[src/rtl/bridge_pkg.sv]
package bridge_pkg;
  localparam int unsigned BYTE_W = 8;
  localparam logic [1:0] SPEED_10G = 2'b11;

  // Next state of the "expecting start" flag.
  function automatic logic next_expect_start(input logic cur, input logic accepted,
                                             input logic last);
    return accepted ? last : cur;
  endfunction
endpackage

[src/rtl/framed_to_axis.sv]
module framed_to_axis #(
  parameter int unsigned DW = bridge_pkg::BYTE_W
) (
  input  logic [DW-1:0] f_data,
  input  logic          f_valid,
  input  logic          f_first,
  input  logic          f_last,
  output logic          f_ready,
  output logic [DW-1:0] m_tdata,
  output logic          m_tvalid,
  output logic          m_tlast,
  output logic          m_tuser,
  input  logic          m_tready
);
  assign m_tdata  = f_data;
  assign m_tvalid = f_valid;
  assign m_tlast  = f_last;
  assign m_tuser  = f_first;
  assign f_ready  = m_tready;
endmodule

[src/rtl/loop_mac.sv]
module loop_mac #(
  parameter int unsigned DW = bridge_pkg::BYTE_W
) (
  input  logic          clk,
  input  logic          rst_n,
  input  logic [DW-1:0] tx_tdata,
  input  logic          tx_tvalid,
  input  logic          tx_tlast,
  output logic          tx_tready,
  output logic [DW-1:0] rx_tdata,
  output logic          rx_tvalid,
  output logic          rx_tlast,
  output logic          link_ok
);
  logic tx_accept;
  assign tx_tready = 1'b1;
  assign link_ok   = 1'b1;
  assign tx_accept = tx_tvalid & tx_tready;

  always_ff @(posedge clk) begin
    if (!rst_n) begin
      rx_tvalid <= 1'b0;
      rx_tlast  <= 1'b0;
      rx_tdata  <= '0;
    end else begin
      rx_tvalid <= tx_accept;
      rx_tlast  <= tx_accept & tx_tlast;
      rx_tdata  <= tx_tdata;
    end
  end

  // an accepted beat comes back exactly one cycle later
  a_r4_one_cycle: assert property (@(posedge clk) disable iff (!rst_n)
    tx_tvalid |=> (rx_tvalid && rx_tdata == $past(tx_tdata)));
  // no phantom beat
  a_r4_no_phantom: assert property (@(posedge clk) disable iff (!rst_n)
    !tx_tvalid |=> !rx_tvalid);
endmodule

[src/rtl/axis_to_framed.sv]
module axis_to_framed #(
  parameter int unsigned DW = bridge_pkg::BYTE_W
) (
  input  logic          clk,
  input  logic          rst_n,
  input  logic [DW-1:0] s_tdata,
  input  logic          s_tvalid,
  input  logic          s_tlast,
  output logic [DW-1:0] r_data,
  output logic          r_valid,
  output logic          r_first,
  output logic          r_last
);
  // The receive side has no backpressure, so every valid beat is accepted.
  logic beat_taken;
  logic expect_start;

  assign beat_taken = s_tvalid;

  always_ff @(posedge clk) begin
    if (!rst_n) expect_start <= 1'b1;
    else expect_start <= bridge_pkg::next_expect_start(expect_start, beat_taken, s_tlast);
  end

  assign r_data  = s_tdata;
  assign r_valid = s_tvalid;
  assign r_last  = s_tvalid & s_tlast;
  assign r_first = s_tvalid & expect_start;

  // the beat after a frame-closing beat is a start
  a_r6_first_after_last: assert property (@(posedge clk) disable iff (!rst_n)
    (beat_taken && s_tlast) |=> (!s_tvalid || r_first));
  // the beat after a non-closing beat is never a start, gaps included
  a_r7_no_mid_first: assert property (@(posedge clk) disable iff (!rst_n)
    (beat_taken && !s_tlast) |=> !r_first);
endmodule

[src/rtl/framed_axis_bridge.sv]
module framed_axis_bridge #(
  parameter int unsigned DW = bridge_pkg::BYTE_W
) (
  input  logic          clk,
  input  logic          rst_n,
  input  logic [DW-1:0] in_data,
  input  logic          in_valid,
  input  logic          in_first,
  input  logic          in_last,
  output logic          in_ready,
  output logic [DW-1:0] axis_tx_tdata,
  output logic          axis_tx_tvalid,
  output logic          axis_tx_tlast,
  output logic          axis_tx_tuser,
  output logic [DW-1:0] out_data,
  output logic          out_valid,
  output logic          out_first,
  output logic          out_last,
  output logic          link_up,
  output logic [1:0]    link_speed
);
  logic          mac_tx_ready;
  logic [DW-1:0] mac_rx_data;
  logic          mac_rx_valid;
  logic          mac_rx_last;

  framed_to_axis #(.DW(DW)) u_tx (
    .f_data(in_data), .f_valid(in_valid), .f_first(in_first), .f_last(in_last),
    .f_ready(in_ready),
    .m_tdata(axis_tx_tdata), .m_tvalid(axis_tx_tvalid), .m_tlast(axis_tx_tlast),
    .m_tuser(axis_tx_tuser), .m_tready(mac_tx_ready)
  );

  loop_mac #(.DW(DW)) u_mac (
    .clk(clk), .rst_n(rst_n),
    .tx_tdata(axis_tx_tdata), .tx_tvalid(axis_tx_tvalid), .tx_tlast(axis_tx_tlast),
    .tx_tready(mac_tx_ready),
    .rx_tdata(mac_rx_data), .rx_tvalid(mac_rx_valid), .rx_tlast(mac_rx_last),
    .link_ok(link_up)
  );

  axis_to_framed #(.DW(DW)) u_rx (
    .clk(clk), .rst_n(rst_n),
    .s_tdata(mac_rx_data), .s_tvalid(mac_rx_valid), .s_tlast(mac_rx_last),
    .r_data(out_data), .r_valid(out_valid), .r_first(out_first), .r_last(out_last)
  );

  assign link_speed = bridge_pkg::SPEED_10G;

  // the receive end strobe mirrors the TLAST sent one cycle earlier
  a_r8_last_mirror: assert property (@(posedge clk) disable iff (!rst_n)
    out_valid |-> (out_last == $past(axis_tx_tlast)));
endmodule

[config.mk]
export PLATFORM = sky130hd
export DESIGN_NAME = framed_axis_bridge
export DESIGN_NICKNAME = d
export VERILOG_FILES = /design/src/rtl/bridge_pkg.sv /design/src/rtl/framed_to_axis.sv /design/src/rtl/loop_mac.sv /design/src/rtl/axis_to_framed.sv /design/src/rtl/framed_axis_bridge.sv
export SDC_FILE = /design/constraint.sdc
export NUM_CORES = 1
export LEC_CHECK = 0
export ABC_AREA = 1
export BUFFER_PORTS_ARGS = -buffer_cell sky130_fd_sc_hd__buf_2
export CORE_UTILIZATION = 41
export DETAILED_ROUTE_END_ITERATION = 8
export PLACE_DENSITY = 0.8
export SLEW_MARGIN = 15
export SYNTH_ARGS = -nofsm -noshare
export SYNTH_HDL_FRONTEND = slang
export SYNTH_HIERARCHICAL = 1
export SYNTH_SLANG_ARGS = --single-unit
[constraint.sdc]
create_clock -name clk -period 1.11 [get_ports clk]
set_input_delay 0.222 -clock clk [delete_from_list [all_inputs] [get_ports clk]]
set_output_delay 0.222 -clock clk [all_outputs]
set_load 0.01 [all_outputs]
==> flow_summary.toml, run 1 <==
[run_status]
outcome = "completed"

[global_route]
grt_pass1_vias = 227
grt_usage_pct = 9.41
antenna_found_initial = 0
grt-ovfl-total = 0
grt_pass1_wl_um = 841
grt_max_degree = 11

[worst_hold_path]
hold_class = "in2reg"
holdPathEnd = "u_mac/rx_tdata[4]"
hp-start = "in_data[4]"
whs_path_depth = 3

[floorplan]
dieArea_um2 = 1480
coreArea_um2 = 1170
initial_core_util_pct = 46.7
die_w_um = 38.5
fp-row-count = 12
fp.dieH_um = 38.5
num_io_pins = 39

[layout]
layout_common_cells = "buf_2, inv_1, nand2_1, dfxtp_1, conb_1"
syn_to_final_growth_pct = 3.20
drive_gt1_share_pct = 53.8
final_nets = 92
mostFrequentLayoutCell = "buf_2"
fillers = 121
instances_no_fill = 92
antenna_cells = 0
fin_util_pct = 48.2

[critical_path]
rr_startpoint = "u_mac/rx_tvalid"
cp-end-kind = "output port"
r2r_slack_ns = 0.49
reg2reg_depth = 3
cp.required_ns = 0.89
start_kind = "flop"
path_class = "reg2out"
r2r-end = "u_rx/expect_start"
crit_arrival_ns = 0.84
path_max_fanout = 4

[cts]
clk_pin_slew_ns = 0.07
cts_sinks = 11
cts_tree = "yes"
cts-buffers-inserted = 3
hold_buffers = 0
cts_buffer_depth = 2
clockRootBuffer = "clkbuf_4"
clk_latency_ns = 0.26
cts_max_level = 1

[route]
route.vias.total = 343
first_pass_iters = 2
wl_um = 681
ant_nets = 0
drt_iter0_drc = 3
drc = 0
wl_per_cell_um = 7.40
via_per_inst = 3.73

[placement]
portBuffers = 32
post-dp-hpwl_um = 526
placedCellCount = 88
gp_congestion = 0.624

[synth]
syn_area_um2 = 547
avgSynthCellArea_um2 = 8.28
synth_seq_area_share_pct = 40.3
synthCells = 66
ys_ff_latch = 11
ys_warn_count = 6
yosysUniqueCellTypes = 10

[sta]
fmax_ghz = 0.944
period_minus_slack_ns = 1.06
timing_hold_violations_final = 0
maxSlewViolCount = 0
hold-worst-slack_ns = 0.144
setup_viol = 0
fin_crit_sh_pct = 95.5
clock_skew_ns = 0.000162

[pwr]
p_total_w = 0.000807
p_leak_nw = 0.390
p_per_area_nw_per_um2 = 1430
ir_worst_vdd_v = 0.000676

[flow_run]
drv_cap = 0
[area by class of cell]
type | count | area [um2] | share of cell area, %
clock buffers | 4 | 26.3 | 4.66
inverters | 13 | 48.8 | 8.65
multi-input cells | 18 | 88.8 | 15.7
flip-flops and latches | 11 | 223 | 39.5
well taps | 14 | 17.5 | 3.10
repair buffers | 32 | 160 | 28.4
[report_power, final]
part | internal, W | switching (W)
registers | 0.000417 | 0.00000706
clock network | 0.000139 | 0.000129
logic | 0.0000500 | 0.0000655
total | 0.000606 | 0.000202
[cells by family (layout without fill, tap and decap cells)]
family | Yosys count | count (layout) | share of synthesized area (%)
other | 2 | 4 | 1.37
flip-flops | 11 | 11 | 40.3
buffers and inverters | 39 | 49 | 45.3
AND/OR/NAND/NOR | 14 | 14 | 13.0
[flip-flops by register name, indices dropped and copies added, names as in the netlist]
register           cells
u_mac/rx_tlast         1
u_rx/expect_start      1
u_mac/rx_tvalid        1
u_mac/rx_tdata         8
[routing by layer]
layer  vias to the layer above  wire length [um]  GRT usage [%]  part of all wire [%]
met2                        17               377           14.2                    55
li1                        181                 -              -                     -
met5                         -                 0              0                     0
met1                       145               258           8.19                    38
met3                         0                45           3.49                   6.6
met4                         0                 0           12.9                     0
[synth_stat cells]
cell type  number  area [um2]
buf_4          25         188
buf_6           1        11.3
conb_1          2        7.51
dfxtp_1        11         220
inv_1          13        48.8
nand2_1        10        37.5
nand2_2         1        6.26
nand2_4         1        11.3
nand3_2         1        10.0
nor2_2          1        6.26
[metrics by stage]
| stage | cell area, um2 | worst slack (ns) | TNS (ns) |
|---|---|---|---|
| finish | 564 | 0.0504 | 0 |
| global route | 564 | -0.0118 | -0.0127 |
| CTS | 561 | 0.00985 | 0 |
| detailed placement | 533 | 0.276 | 0 |
| global placement | 533 | 0.311 | 0 |
| floorplan | 554 | 0.379 | 0 |
[worst max-delay path by stage]
stage | cells after the start | end | startpoint
floorplan | 2 | out_last | u_mac/rx_tvalid
global placement | 3 | out_last | u_mac/rx_tvalid
detailed placement | 3 | out_last | u_mac/rx_tvalid
CTS | 3 | out_last | u_mac/rx_tvalid
global route | 3 | out_last | u_mac/rx_tvalid
finish | 3 | out_last | u_mac/rx_tvalid
[worst max-delay path, cell delays in order (launching register included)]
cell	delay (ns)
dfxtp_2	0.35
nand2_2	0.07
inv_1	0.04
buf_2	0.11
[timing repair]
item | 4_1_cts | 5_1_grt
resized for setup | 1 | 2
pin swaps | 0 | 1
setup endpoints to repair | 1 | 2
buffers inserted | 0 | 0
Power figures use the tool's default switching activity.
==> inputs of run 2 (changes only) <==
Settings changed: CORE_UTILIZATION 41 to 34, PLACE_DENSITY 0.8 to 0.71.
Clock period 1.11 ns to 0.9 ns, I/O delays scaled along.
==> flow_summary.toml, run 2 (synthesis gave the netlist of run 1 again) <==
[floorplan]
fp.dieH_um = 42.1
initial_core_util_pct = 36.3
coreArea_um2 = 1510
num_io_pins = 39
dieArea_um2 = 1770
fp-row-count = 14
die_w_um = 42.1

[cts]
cts_sinks = 11
hold_buffers = 0
clockRootBuffer = "clkbuf_4"
cts_max_level = 1
cts_tree = "yes"
clk_latency_ns = 0.25
cts_buffer_depth = 2
clk_pin_slew_ns = 0.06
cts-buffers-inserted = 3

[route]
drt_iter0_drc = 2
first_pass_iters = 2
drc = 0
route.vias.total = 358
via_per_inst = 3.65
wl_um = 688
ant_nets = 0
wl_per_cell_um = 7.02

[placement]
dpl-instance-area_um2 = 536
post-dp-hpwl_um = 519
dp_slack_ns = 0.102
gp_congestion = 0.543
portBuffers = 32

[global_route]
antenna_found_initial = 0
gr-usage-met1_pct = 7.18
grt.busiest_layer = "met2"
grt_pass1_wl_um = 952
grt_pass1_vias = 239
grt_max_degree = 11
grt_use_met3_pct = 3.88
grt-ovfl-total = 0
grt_usage_pct = 7.42
grt_use_met2_pct = 13.4

[critical_path]
crit_path_cell_trace = "nand2_2, inv_1, buf_2"
path_depth = 3
r2r-end = "u_rx/expect_start"
startpoint = "u_mac/rx_tvalid"
crit_family = "flip-flops"
rr_startpoint = "u_mac/rx_tvalid"
reg2reg_depth = 5
r2r_slack_ns = 0.09
crit_buf_inv = 2
crit_path_end = "out_last"
path_max_fanout = 4
cp-end-kind = "output port"
cp_slowest_cell = "dfxtp_4"
cp.required_ns = 0.72
cpPeakStageDelay_ns = 0.36
start_kind = "flop"
path_class = "reg2out"
crit_arrival_ns = 0.84

[layout]
top_register = "u_mac/rx_tdata"
antenna_cells = 0
drive_gt1_share_pct = 59.8
layout_common_cells = "buf_2, inv_1, nand2_1, dfxtp_1"
mostFrequentLayoutCell = "buf_2"
final_nets = 96
final_area_um2 = 609
syn_to_final_growth_pct = 11.4
largest_reg_flops = 8

[pwr]
p_total_w = 0.000990
p_leak_nw = 0.409
ir_worst_vdd_v = 0.000534
p_per_area_nw_per_um2 = 1630

[run_status]
violations = "setup timing"
outcome = "complete, but fails checks"

[sta]
grt_setup_unrepaired = "true"
period_minus_slack_ns = 1.02
fmax_ghz = 0.982
hold-worst-slack_ns = 0.117
worst_slack_ns = -0.118
clock_skew_ns = 0.0000713
setup_viol = 3
maxSlewViolCount = 0
fin_crit_sh_pct = 113
timing_hold_violations_final = 0

[flow_run]
drv_cap = 0

[worst_hold_path]
hold_class = "in2reg"
==> run 2: cell count changes in the layout (fill, tap and decap cells not counted) <==
cell	previous run	this run
buf_4	0	4
nand2_2	2	3
buf_6	0	1
dfxtp_1	9	8
buf_2	32	31
inv_1	13	12
inv_2	0	1
dfxtp_4	0	1
nand2_1	9	8
==> run 2: how the worst min path moves through the flow <==
stage,cells after the start,endpoint,from,slack (ns)
after floorplan,1,u_rx/expect_start,rst_n,0.25
after global placement,0,axis_tx_tuser,in_first,0.36
after detailed placement,0,axis_tx_tuser,in_first,0.36
after CTS,3,u_mac/rx_tdata[4],in_data[4],0.11
after global routing,3,u_mac/rx_tdata[7],in_data[7],0.11
final,3,u_mac/rx_tdata[4],in_data[4],0.12
==> run 2: tightest hold or removal path, cell delays in order <==
cell and delay [ns]:
buf_2 0.08, nand2_1 0.04, inv_1 0.04
==> run 2: layer usage <==
metal | routed length [um] | part of all wire [%]
met1 | 270 | 39
met2 | 350 | 51
met3 | 66 | 9.6
met4 | 0 | 0
met5 | 0 | 0
==> run 2: layout make-up <==
cell class | instances | area [um2]
Fill cell | 162 | 897
Clock buffer | 4 | 26.3
Tap cell | 16 | 20.0
Multi-Input combinational cell | 18 | 91.3
Timing Repair Buffer | 36 | 196
Sequential cell | 11 | 226
Inverter | 13 | 48.8
==> run 2: report_power, final <==
| part | internal (W) | switching (W) | total (W) | leakage, nW |
|---|---|---|---|---|
| Sequential | 0.000513 | 0.00000967 | 0.000523 | 0.0921 |
| Combinational | 0.0000722 | 0.0000841 | 0.000156 | 0.302 |
| Clock | 0.000171 | 0.000141 | 0.000311 | 0.0150 |
| Total | 0.000756 | 0.000235 | 0.000990 | 0.409 |
==> run 2: through the flow <==
stage	setup TNS [ns]	utilization, %	cells
finish	-0.225	40.4	98
CTS	-0.238	38.5	96
global placement	0	35.5	90
floorplan	0	-	68
detailed placement	0	35.5	90
global route	-0.377	40.4	98
==> run 2: repair_timing <==
| item | CTS | global route |
|---|---|---|
| setup endpoints to repair | 3 | 5 |
| setup buffers | 2 | 2 |
| gates resized for setup | 2 | 6 |
| pin swaps | 2 | 1 |
